`config.mk`:
```
export PLATFORM = sky130hd
export DESIGN_NAME = nic_ctl_core
export DESIGN_NICKNAME = d
export VERILOG_FILES = /design/src/rtl/nic_ctl_pkg.sv /design/src/rtl/nic_cmd_reg.sv /design/src/rtl/nic_isr_reg.sv /design/src/rtl/nic_reg_decode.sv /design/src/rtl/nic_ctl_core.sv
export SDC_FILE = /design/constraint.sdc
export NUM_CORES = 1
export LEC_CHECK = 0
export ABC_AREA = 0
export BUFFER_PORTS_ARGS = -buffer_cell sky130_fd_sc_hd__buf_4
export CAP_MARGIN = 20
export CORE_MARGIN = 8
export CORE_UTILIZATION = 25
export CTS_CLUSTER_DIAMETER = 80
export DETAILED_ROUTE_END_ITERATION = 8
export PLACE_DENSITY = 0.51
export SLEW_MARGIN = 10
export SYNTH_ARGS = -nofsm -noshare
export SYNTH_HDL_FRONTEND = slang
export SYNTH_SLANG_ARGS = --single-unit
```
`constraint.sdc`:
```
create_clock -name clk -period 4 [get_ports clk]
set_clock_uncertainty 0.2 [all_clocks]
set_input_delay 1.2 -clock clk [delete_from_list [all_inputs] [get_ports clk]]
set_output_delay 1.2 -clock clk [all_outputs]
set_load 0.03 [all_outputs]
```
`src/rtl/nic_ctl_pkg.sv`:
```
// Package: shared layout of the command byte, status bit indices and
// register offsets for the controller core.
package nic_ctl_pkg;

    localparam int DATA_W = 8;
    localparam int ISR_W  = 8;

    // Command byte, field positions decoded by software.
    typedef struct packed {
        logic [1:0] page;
        logic [2:0] rdma;
        logic       txp;
        logic       sta;
        logic       stp;
    } cmd_t;

    localparam cmd_t CMD_RST = '{page: 2'd0, rdma: 3'b100, txp: 1'b0,
                                 sta: 1'b0, stp: 1'b1};

    // Status bit indices.
    localparam int IS_PRX = 0;
    localparam int IS_PTX = 1;
    localparam int IS_RXE = 2;
    localparam int IS_TXE = 3;
    localparam int IS_OVW = 4;
    localparam int IS_CNT = 5;
    localparam int IS_RDC = 6;
    localparam int IS_RST = 7;

    localparam logic [ISR_W-1:0] ISR_RST_VAL = ISR_W'(1) << IS_RST;

    // Register offsets.
    localparam int OFS_CMD  = 0;
    localparam int OFS_ISR  = 7;
    localparam int OFS_CURR = 7;
    localparam int OFS_IMR  = 15;

endpackage

```
`src/rtl/nic_cmd_reg.sv`:
```
// Module: command byte holder.
// Holds stop/start, the edge-triggered transmit request, remote-DMA code
// and page select. Assumes wr_en is a single-cycle strobe. Issues one
// tx_go pulse per low-to-high transmit-request write and reports the
// entry into the stopped state.
module nic_cmd_reg
    import nic_ctl_pkg::*;
(
    input  logic              clk,
    input  logic              rst_n,
    input  logic              wr_en,
    input  logic [DATA_W-1:0] wdata,
    input  logic              tx_done,
    output cmd_t              cmd_q,
    output logic              tx_go,
    output logic              stop_enter
);

    // Stop entry: a write asking to stop while not yet stopped.
    assign stop_enter = wr_en && wdata[0] && !cmd_q.stp;

    // Update the command fields and generate the transmit start pulse.
    always_ff @(posedge clk) begin
        if (!rst_n) begin
            cmd_q <= CMD_RST;
            tx_go <= 1'b0;
        end else begin
            tx_go <= 1'b0;
            if (tx_done) begin
                cmd_q.txp <= 1'b0;
            end
            if (wr_en) begin
                cmd_q.page <= wdata[7:6];
                cmd_q.rdma <= wdata[5:3];
                if (wdata[0]) begin
                    cmd_q.stp <= 1'b1;
                    cmd_q.sta <= 1'b0;
                end else if (wdata[1]) begin
                    cmd_q.stp <= 1'b0;
                    cmd_q.sta <= 1'b1;
                end
                if (wdata[2] && !cmd_q.txp) begin
                    cmd_q.txp <= 1'b1;
                    tx_go     <= 1'b1;
                end
            end
        end
    end


    txgo_rise_chk: assert property (@(posedge clk) disable iff (!rst_n)
        $rose(cmd_q.txp) |-> tx_go);


    txgo_single_chk: assert property (@(posedge clk) disable iff (!rst_n)
        tx_go |=> !tx_go);


    stp_sta_excl_chk: assert property (@(posedge clk) disable iff (!rst_n)
        !(cmd_q.stp && cmd_q.sta));

endmodule

```
`src/rtl/nic_isr_reg.sv`:
```
// Module: interrupt status byte.
// Each bit is set by its set line and cleared by a write-one. A set in
// the same cycle as a clear wins. Assumes level sets (such as a
// saturated counter) are held on the set line for as long as they last.
module nic_isr_reg #(
    parameter int               W       = 8,
    parameter logic [W-1:0]     RST_VAL = '0
) (
    input  logic         clk,
    input  logic         rst_n,
    input  logic [W-1:0] set_vec,
    input  logic [W-1:0] clr_vec,
    output logic [W-1:0] isr_q
);

    for (genvar i = 0; i < W; i++) begin : g_bit
        // Per-bit set/clear flop with set priority.
        always_ff @(posedge clk) begin
            if (!rst_n) begin
                isr_q[i] <= RST_VAL[i];
            end else if (set_vec[i]) begin
                isr_q[i] <= 1'b1;
            end else if (clr_vec[i]) begin
                isr_q[i] <= 1'b0;
            end
        end


        set_prio_chk: assert property (@(posedge clk) disable iff (!rst_n)
            set_vec[i] |=> isr_q[i]);


        clr_one_chk: assert property (@(posedge clk) disable iff (!rst_n)
            (clr_vec[i] && !set_vec[i]) |=> !isr_q[i]);


        hold_chk: assert property (@(posedge clk) disable iff (!rst_n)
            (!clr_vec[i] && !set_vec[i]) |=> (isr_q[i] == $past(isr_q[i])));
    end

endmodule

```
`src/rtl/nic_reg_decode.sv`:
```
// Module: paged register decode.
// Turns offset, page and strobes into per-register write enables and
// muxes read data. Assumes the strobes last one cycle. Unused pages and
// offsets read zero and accept no writes.
module nic_reg_decode
    import nic_ctl_pkg::*;
#(
    parameter int ADDR_W = 4
) (
    input  logic [ADDR_W-1:0] addr,
    input  logic              wr,
    input  logic              rd,
    input  logic [1:0]        page,
    input  logic [DATA_W-1:0] cmd_byte,
    input  logic [DATA_W-1:0] isr_byte,
    input  logic [DATA_W-1:0] imr_byte,
    input  logic [DATA_W-1:0] curr_byte,
    output logic              wr_cmd,
    output logic              wr_isr,
    output logic              wr_imr,
    output logic              wr_curr,
    output logic [DATA_W-1:0] rdata
);

    localparam logic [ADDR_W-1:0] A_CMD  = ADDR_W'(OFS_CMD);
    localparam logic [ADDR_W-1:0] A_ISR  = ADDR_W'(OFS_ISR);
    localparam logic [ADDR_W-1:0] A_CURR = ADDR_W'(OFS_CURR);
    localparam logic [ADDR_W-1:0] A_IMR  = ADDR_W'(OFS_IMR);

    logic hit_cmd, hit_isr, hit_imr, hit_curr;

    // Address and page hit detection.
    always_comb begin
        hit_cmd  = (addr == A_CMD);
        hit_isr  = (page == 2'd0) && (addr == A_ISR);
        hit_imr  = (page == 2'd0) && (addr == A_IMR);
        hit_curr = (page == 2'd1) && (addr == A_CURR);
    end

    assign wr_cmd  = wr && hit_cmd;
    assign wr_isr  = wr && hit_isr;
    assign wr_imr  = wr && hit_imr;
    assign wr_curr = wr && hit_curr;

    // Read data mux, zero when idle or unmapped.
    always_comb begin
        rdata = '0;
        if (rd) begin
            if (hit_cmd)       rdata = cmd_byte;
            else if (hit_isr)  rdata = isr_byte;
            else if (hit_imr)  rdata = imr_byte;
            else if (hit_curr) rdata = curr_byte;
        end
    end

endmodule

```
`src/rtl/nic_ctl_core.sv`:
```
// Module: controller command and interrupt status core (top).
// Joins the command byte, status byte, mask and current-page register
// behind a paged 8-bit register bus and drives the level interrupt.
// Assumes event inputs are synchronous one-cycle pulses and tally_sat is
// a synchronous level.
module nic_ctl_core
    import nic_ctl_pkg::*;
#(
    parameter int ADDR_W = 4
) (
    input  logic              clk,
    input  logic              rst_n,
    input  logic [ADDR_W-1:0] bus_addr,
    input  logic              bus_wr,
    input  logic              bus_rd,
    input  logic [7:0]        bus_wdata,
    output logic [7:0]        bus_rdata,
    input  logic              ev_rx_ok,
    input  logic              ev_tx_ok,
    input  logic              ev_rx_err,
    input  logic              ev_tx_err,
    input  logic              ev_ovw,
    input  logic              ev_rdma_done,
    input  logic              tally_sat,
    output logic              irq,
    output logic              tx_go,
    output logic              running,
    output logic [1:0]        page_sel,
    output logic [2:0]        rdma_cmd
);

    cmd_t              cmd_q;
    logic              stop_enter;
    logic              wr_cmd, wr_isr, wr_imr, wr_curr;
    logic [ISR_W-1:0]  isr_q, isr_set, isr_clr;
    logic [DATA_W-1:0] imr_q, curr_q;

    nic_cmd_reg u_cmd (
        .clk        (clk),
        .rst_n      (rst_n),
        .wr_en      (wr_cmd),
        .wdata      (bus_wdata),
        .tx_done    (ev_tx_ok || ev_tx_err),
        .cmd_q      (cmd_q),
        .tx_go      (tx_go),
        .stop_enter (stop_enter)
    );

    // Collect the set sources per status bit.
    always_comb begin
        isr_set         = '0;
        isr_set[IS_PRX] = ev_rx_ok;
        isr_set[IS_PTX] = ev_tx_ok;
        isr_set[IS_RXE] = ev_rx_err;
        isr_set[IS_TXE] = ev_tx_err;
        isr_set[IS_OVW] = ev_ovw;
        isr_set[IS_CNT] = tally_sat;
        isr_set[IS_RDC] = ev_rdma_done;
        isr_set[IS_RST] = stop_enter;
    end

    assign isr_clr = wr_isr ? bus_wdata : '0;

    nic_isr_reg #(
        .W       (ISR_W),
        .RST_VAL (ISR_RST_VAL)
    ) u_isr (
        .clk     (clk),
        .rst_n   (rst_n),
        .set_vec (isr_set),
        .clr_vec (isr_clr),
        .isr_q   (isr_q)
    );

    // Mask and current-page registers.
    always_ff @(posedge clk) begin
        if (!rst_n) begin
            imr_q  <= '0;
            curr_q <= '0;
        end else begin
            if (wr_imr)  imr_q  <= bus_wdata;
            if (wr_curr) curr_q <= bus_wdata;
        end
    end

    nic_reg_decode #(
        .ADDR_W (ADDR_W)
    ) u_dec (
        .addr      (bus_addr),
        .wr        (bus_wr),
        .rd        (bus_rd),
        .page      (cmd_q.page),
        .cmd_byte  (cmd_q),
        .isr_byte  (isr_q),
        .imr_byte  (imr_q),
        .curr_byte (curr_q),
        .wr_cmd    (wr_cmd),
        .wr_isr    (wr_isr),
        .wr_imr    (wr_imr),
        .wr_curr   (wr_curr),
        .rdata     (bus_rdata)
    );

    assign irq      = |(isr_q & imr_q);
    assign running  = cmd_q.sta;
    assign page_sel = cmd_q.page;
    assign rdma_cmd = cmd_q.rdma;


    rst_on_stop_chk: assert property (@(posedge clk) disable iff (!rst_n)
        stop_enter |=> isr_q[IS_RST]);


    cnt_hold_chk: assert property (@(posedge clk) disable iff (!rst_n)
        tally_sat |=> isr_q[IS_CNT]);


    irq_mask_chk: assert property (@(posedge clk) disable iff (!rst_n)
        (imr_q == '0) |-> !irq);


    curr_page_only_chk: assert property (@(posedge clk) disable iff (!rst_n)
        (bus_wr && cmd_q.page != 2'd1) |=> $stable(curr_q));

endmodule

```
======== Word-level counts from Yosys, hierarchy flattened ========
Cells that the tools add are included.
word-level totals
  bits in registers ....................... 33
  input bits .............................. 23
  output and inout bits ................... 16
operators by class
  eq/ne operators ......................... 3
  muxes and demuxes ....................... 26
  bitwise operators ....................... 2
  reduce and logical (&&, ||, !) cells .... 27
operator list
  operator              count
  $mux W8               6
  $mux W1               17
  $reduce_bool A2 Y1    8
  $logic_and A1 B1 Y1   10
  $and A8 B8 Y8         1
  $reduce_or A8 Y1      1
  $eq A4 B3 Y1 const B  1
  $eq A4 B4 Y1 const B  1
  $logic_not A4 Y1      1
  $mux W2               2
  $reduce_and A2 Y1     2
  $mux W3               1
  $eq A2 B1 Y1 const B  1
  $logic_not A1 Y1      2
  $logic_not A2 Y1      1
  $reduce_or A2 Y1      1
  $logic_or A1 B1 Y1    1
  $not A1 Y1            1

======== Logic depth before layout (Yosys ltp) ========
  depth in word-level cells ............... 7
  gate-level depth with buffers ........... 5

======== By module ========
From an unflattened synthesis, not the netlist that was laid out.
unflattened totals
  cell total of the unflattened synthesis .. 167
  area total of the unflattened synthesis .. 1,684.1 µm²
by module, submodules not included
  module          times used  cells an instance  area each (µm²)  seq. area each (µm²)
  nic_ctl_core    1           65                 700.7            320.3
  nic_isr_reg     1           25                 330.3            160.2
  nic_cmd_reg     1           30                 329.1            180.2
  nic_reg_decode  1           47                 324.1            0.0

======== Worst setup path before layout ========
Ideal clock, no wire load.
  path kind ............................... input to output
  from .................................... in bus_addr[1]
  to ...................................... out bus_rdata[0]
  arrival time ............................ 2,415 ps
  required time ........................... 2,600 ps
  setup slack ............................. 185 ps
  stages on the path ...................... 3
  buffers on the path ..................... 1
  cell sequence ........................... or4_4 -> buf_2 -> a31oi_1
on the way
  word-level cells in the longest chain between the ends .. 7
  elaborated cells on any way between the ends .. 11
  those cells by class .................... 2 x eq/ne; 5 x mux; 4 x reduce/logical
RTL lines
  what                 line                                        source
  start, declared      nic_ctl_core.sv:13                          input logic [ADDR_W-1:0] bus_addr,
  $eq A4 B3 Y1         nic_reg_decode.sv:35, nic_reg_decode.sv:37
  $logic_and A1 B1 Y1  nic_reg_decode.sv:37                        hit_curr = (page == 2'd1) && (addr == A_CURR);
  $mux W8              nic_reg_decode.sv:52                        else if (hit_curr) rdata = curr_byte;
  $mux W8              nic_reg_decode.sv:51                        else if (hit_imr) rdata = imr_byte;
  $mux W8              nic_reg_decode.sv:50                        else if (hit_isr) rdata = isr_byte;
  $mux W8 (*)          nic_reg_decode.sv:49                        if (hit_cmd) rdata = cmd_byte;
  $mux W8 (*)          nic_reg_decode.sv:48                        if (rd) begin
  end, declared        nic_ctl_core.sv:17                          output logic [7:0] bus_rdata,
Every way passes the cells marked *; elsewhere a longest branch is shown, timed or not.

======== Worst setup path after layout ========
  from .................................... in bus_addr[1]
  to ...................................... out bus_rdata[2]
The elaborated chain is that of the path after synthesis.

==> out/metrics.yaml <==
synth_edf_count: 0
max_freq_mhz: 255.5
mappedNetlistNets: 232
post_detailed_route_count_of_antenna_violating_nets: 0
worst_setup_path_startpoint: "bus_addr[1]"
syn_to_final_growth_pct: 26.55
grt_usage_pct: 12.29
tritoncts_clock_tree: "yes"
synth_largest_type_area_fraction_pct: 37.58
ys_warn_count: 0
net-switching-power_w: 0.0001943
synthTopCellsByArea: "dfxtp_1 (38%), o21ai_0 (8.5%), nand3_1 (6.8%), a21oi_1 (5.7%), a31oi_1 (4.6%)"
route.met3.wl_um: 358
reg2reg_setup_slack_ns: 1.83
fp-row-count: 30
setup.worst_path.class: "in -> out"
initial_antenna_violation_count: 0
clk_transition_reported_paths_ns: 0.07
total_leakage_power_nw: 0.7890
synthMostInstantiatedCell: "dfxtp_1"
antenna_cells_inserted: 0
start_util_pct: 25.87
yosys.area.top_type: "dfxtp_1"
setup_total_negative_slack_ns: 0
syn_avg_cell_area_um2: 8.411
min_period_over_period_pct: 97.85
synth-seq-cells: 33
fin_hold_ws_ns: 0.2780
routed_via_density: 5.125
maximum_fanout_encountered_on_the_critical_timing_path: 20
regToRegEndpoint: "curr_q[5]"
design.portCount: 39
min-delay-path-class: "reg -> reg"
first_global_vias: 1706
synth_top_cells_by_count: "dfxtp_1 (33), o21ai_0 (30), nand3_1 (24), a21oi_1 (20), a31oi_1 (13)"
synthFlopType: "dfxtp_1"
worst_setup_path_start_kind: "primary input"
postSynthCellCount: 209
power.density_cell_area_mw_per_mm2: 365.8
worstHoldPathCells: 2
dr_wl_met2_um: 2748
route.vias.total: 1727
ctsHtreeMaxLevel: 2
ctsHoldBuffers: 0
detailedPlacementHpwl_um: 4282
clock_power_share_pct: 46.5
worstRegToRegCells: 3
required_time_at_the_endpoint_of_the_critical_path_ns: 2.60
pwr-share-comb_pct: 11.3
wl_met1_um: 2794
drtPass1Iterations: 4
setup_repair_after_global_routing_missed_its_margin: "no"
yosysSeqAreaShare_pct: 37.58
drt_iter0_markers: 110
placement.io_buffers: 38
design.die.area_mm2: 0.009971
ratio_of_cells_with_drive_above_1_in_the_final_layout_pct: 25.31
placed_cells: 329
cts.root.buffer_cell: "clkbuf_8"
r2r_startpoint: "u_cmd.cmd_q[6]"
timing.final.crit_period_ns: 3.914
peakVddDrop_v: 0.0001451
critPathArrivalTime_ns: 2.51
clock_insertion_delay_worst_skew_ns: 0.28
post_cts.resized_instances: 0
detail_route.wirelength_um: 6010
synthesis.area_mm2: 0.001758
final_nets: 263
run_status: "finished clean"
tightestPinTransition_ns: 0.9772
final-instance-count-excl-fill: 337
maxSlewHeadroom_pct: 34.77
setup-violations-final: 0
p_seq_share_pct: 42.2
finalWeightedCongestion: 0.7730
wire_length_of_the_first_global_routing_pass_um: 9549
max-clock-path-buffers: 2
grt.overflow.total: 0
core-area_mm2: 0.006794
clock-sinks: 33
route.top_layer_used: "met4"
maxSlewViolCount: 0
dieWidth_um: 99.86
worstHoldStart: "curr_q[4]"
timing.critical_path.to_type: "output pin"
async_reset_ff_share_pct: 0
grt_start_max_net_pins: 26
final.fill_count: 747
post_cts.repair.setup_buffers: 0
timing.critical_path.to: "bus_rdata[2]"
routedWlPerCell_um: 17.83
max_cap_violations: 0
p_int_w: 0.0006194
synth_cell_type_count: 39
numCtsBuffers: 5
hold_viol_final: 0
die_h_um: 99.86
power.switching_fraction_pct: 23.88
remaining_drc_errors: 0
metrics by stage:
step | cell area, µm² | util [%] | power (W) | setup WS [ns]
4_1_cts | 2225 | 32.74 | 0.0008187 | 0.04735
3_3_place_gp | 2091 | 30.77 | 0.0004424 | 0.01263
5_1_grt | 2225 | 32.74 | 0.0008429 | 0.02365
2_1_floorplan | 1758 | - | 0.0003951 | 0.1849
3_5_place_dp | 2091 | 30.77 | 0.0004428 | 0.05198
6_report | 2225 | 32.74 | 0.0008137 | 0.08584
metal layers:
layer | vias to the layer above | track usage (%)
met3 | 9 | 3.322
met1 | 827 | 15.84
met4 | 0 | 4.773
li1 | 846 | -
met5 | - | 0
met2 | 45 | 18.93
cell type report:
type / count / area [µm²] / share of cell area, %
Multi-Input combinational cell: 145 / 934.6 / 42.01
Inverter: 10 / 37.54 / 1.687
Clock inverter: 3 / 65.06 / 2.925
Tap cell: 96 / 120.1 / 5.399
Timing Repair Buffer: 45 / 337.8 / 15.19
Clock buffer: 5 / 68.82 / 3.093
Sequential cell: 33 / 660.6 / 29.70
layout by cell type (no fill, tap or decap), types with 2 or more instances in the layout:
cell type | Yosys | layout
dfxtp_1 | 33 | 33
buf_4 | 7 | 45
nand2_1 | 2 | 2
nand4_1 | 2 | 2
a31oi_1 | 13 | 13
o21ai_0 | 30 | 29
nand2b_1 | 2 | 2
clkbuf_8 | 0 | 5
and3b_1 | 2 | 2
nor3_1 | 2 | 2
nand4b_1 | 6 | 6
nand3_1 | 24 | 24
mux2i_1 | 7 | 7
inv_1 | 10 | 10
a22oi_1 | 4 | 4
or3_1 | 6 | 6
nand3b_1 | 3 | 3
a21oi_1 | 20 | 20
bufinv_16 | 0 | 2
o21ai_1 | 4 | 5
worst max-delay path: stages:
cell and delay, ns:
buf_4 0.14, or4_4 0.68, o21ai_0 0.22, a31oi_1 0.08, buf_4 0.19
power groups by stage:
stage / sequential [W] / clock, W / combinational (W)
after floorplan: 0.000348 / 0 / 0.0000474
after global placement: 0.000351 / 0 / 0.0000911
after detailed placement: 0.000351 / 0 / 0.0000915
after CTS: 0.000344 / 0.000383 / 0.0000917
after global routing: 0.000345 / 0.000398 / 0.0000998
final: 0.000344 / 0.000378 / 0.0000919
cell families after synthesis:
kind of cell / synth area share (%)
buf+inv: 9.253
flops: 37.58
compound gates: 26.83
mux: 3.986
simple gates: 22.35
how the worst min path moves through the flow:
stage                             end  slack (ns)
final                       curr_q[4]        0.28
after global routing        curr_q[3]        0.30
after CTS                   curr_q[4]        0.28
after detailed placement    curr_q[4]        0.27
after global placement      curr_q[1]        0.26
after floorplan           u_cmd.tx_go        0.24
registers in the layout, summed over array words and instances, names as in the netlist:
| register | count |
|---|---|
| u_isr.isr_q | 8 |
| u_cmd.cmd_q | 8 |
| imr_q | 8 |
| u_cmd.tx_go | 1 |
| curr_q | 8 |
(Power assumes the default switching activity.)
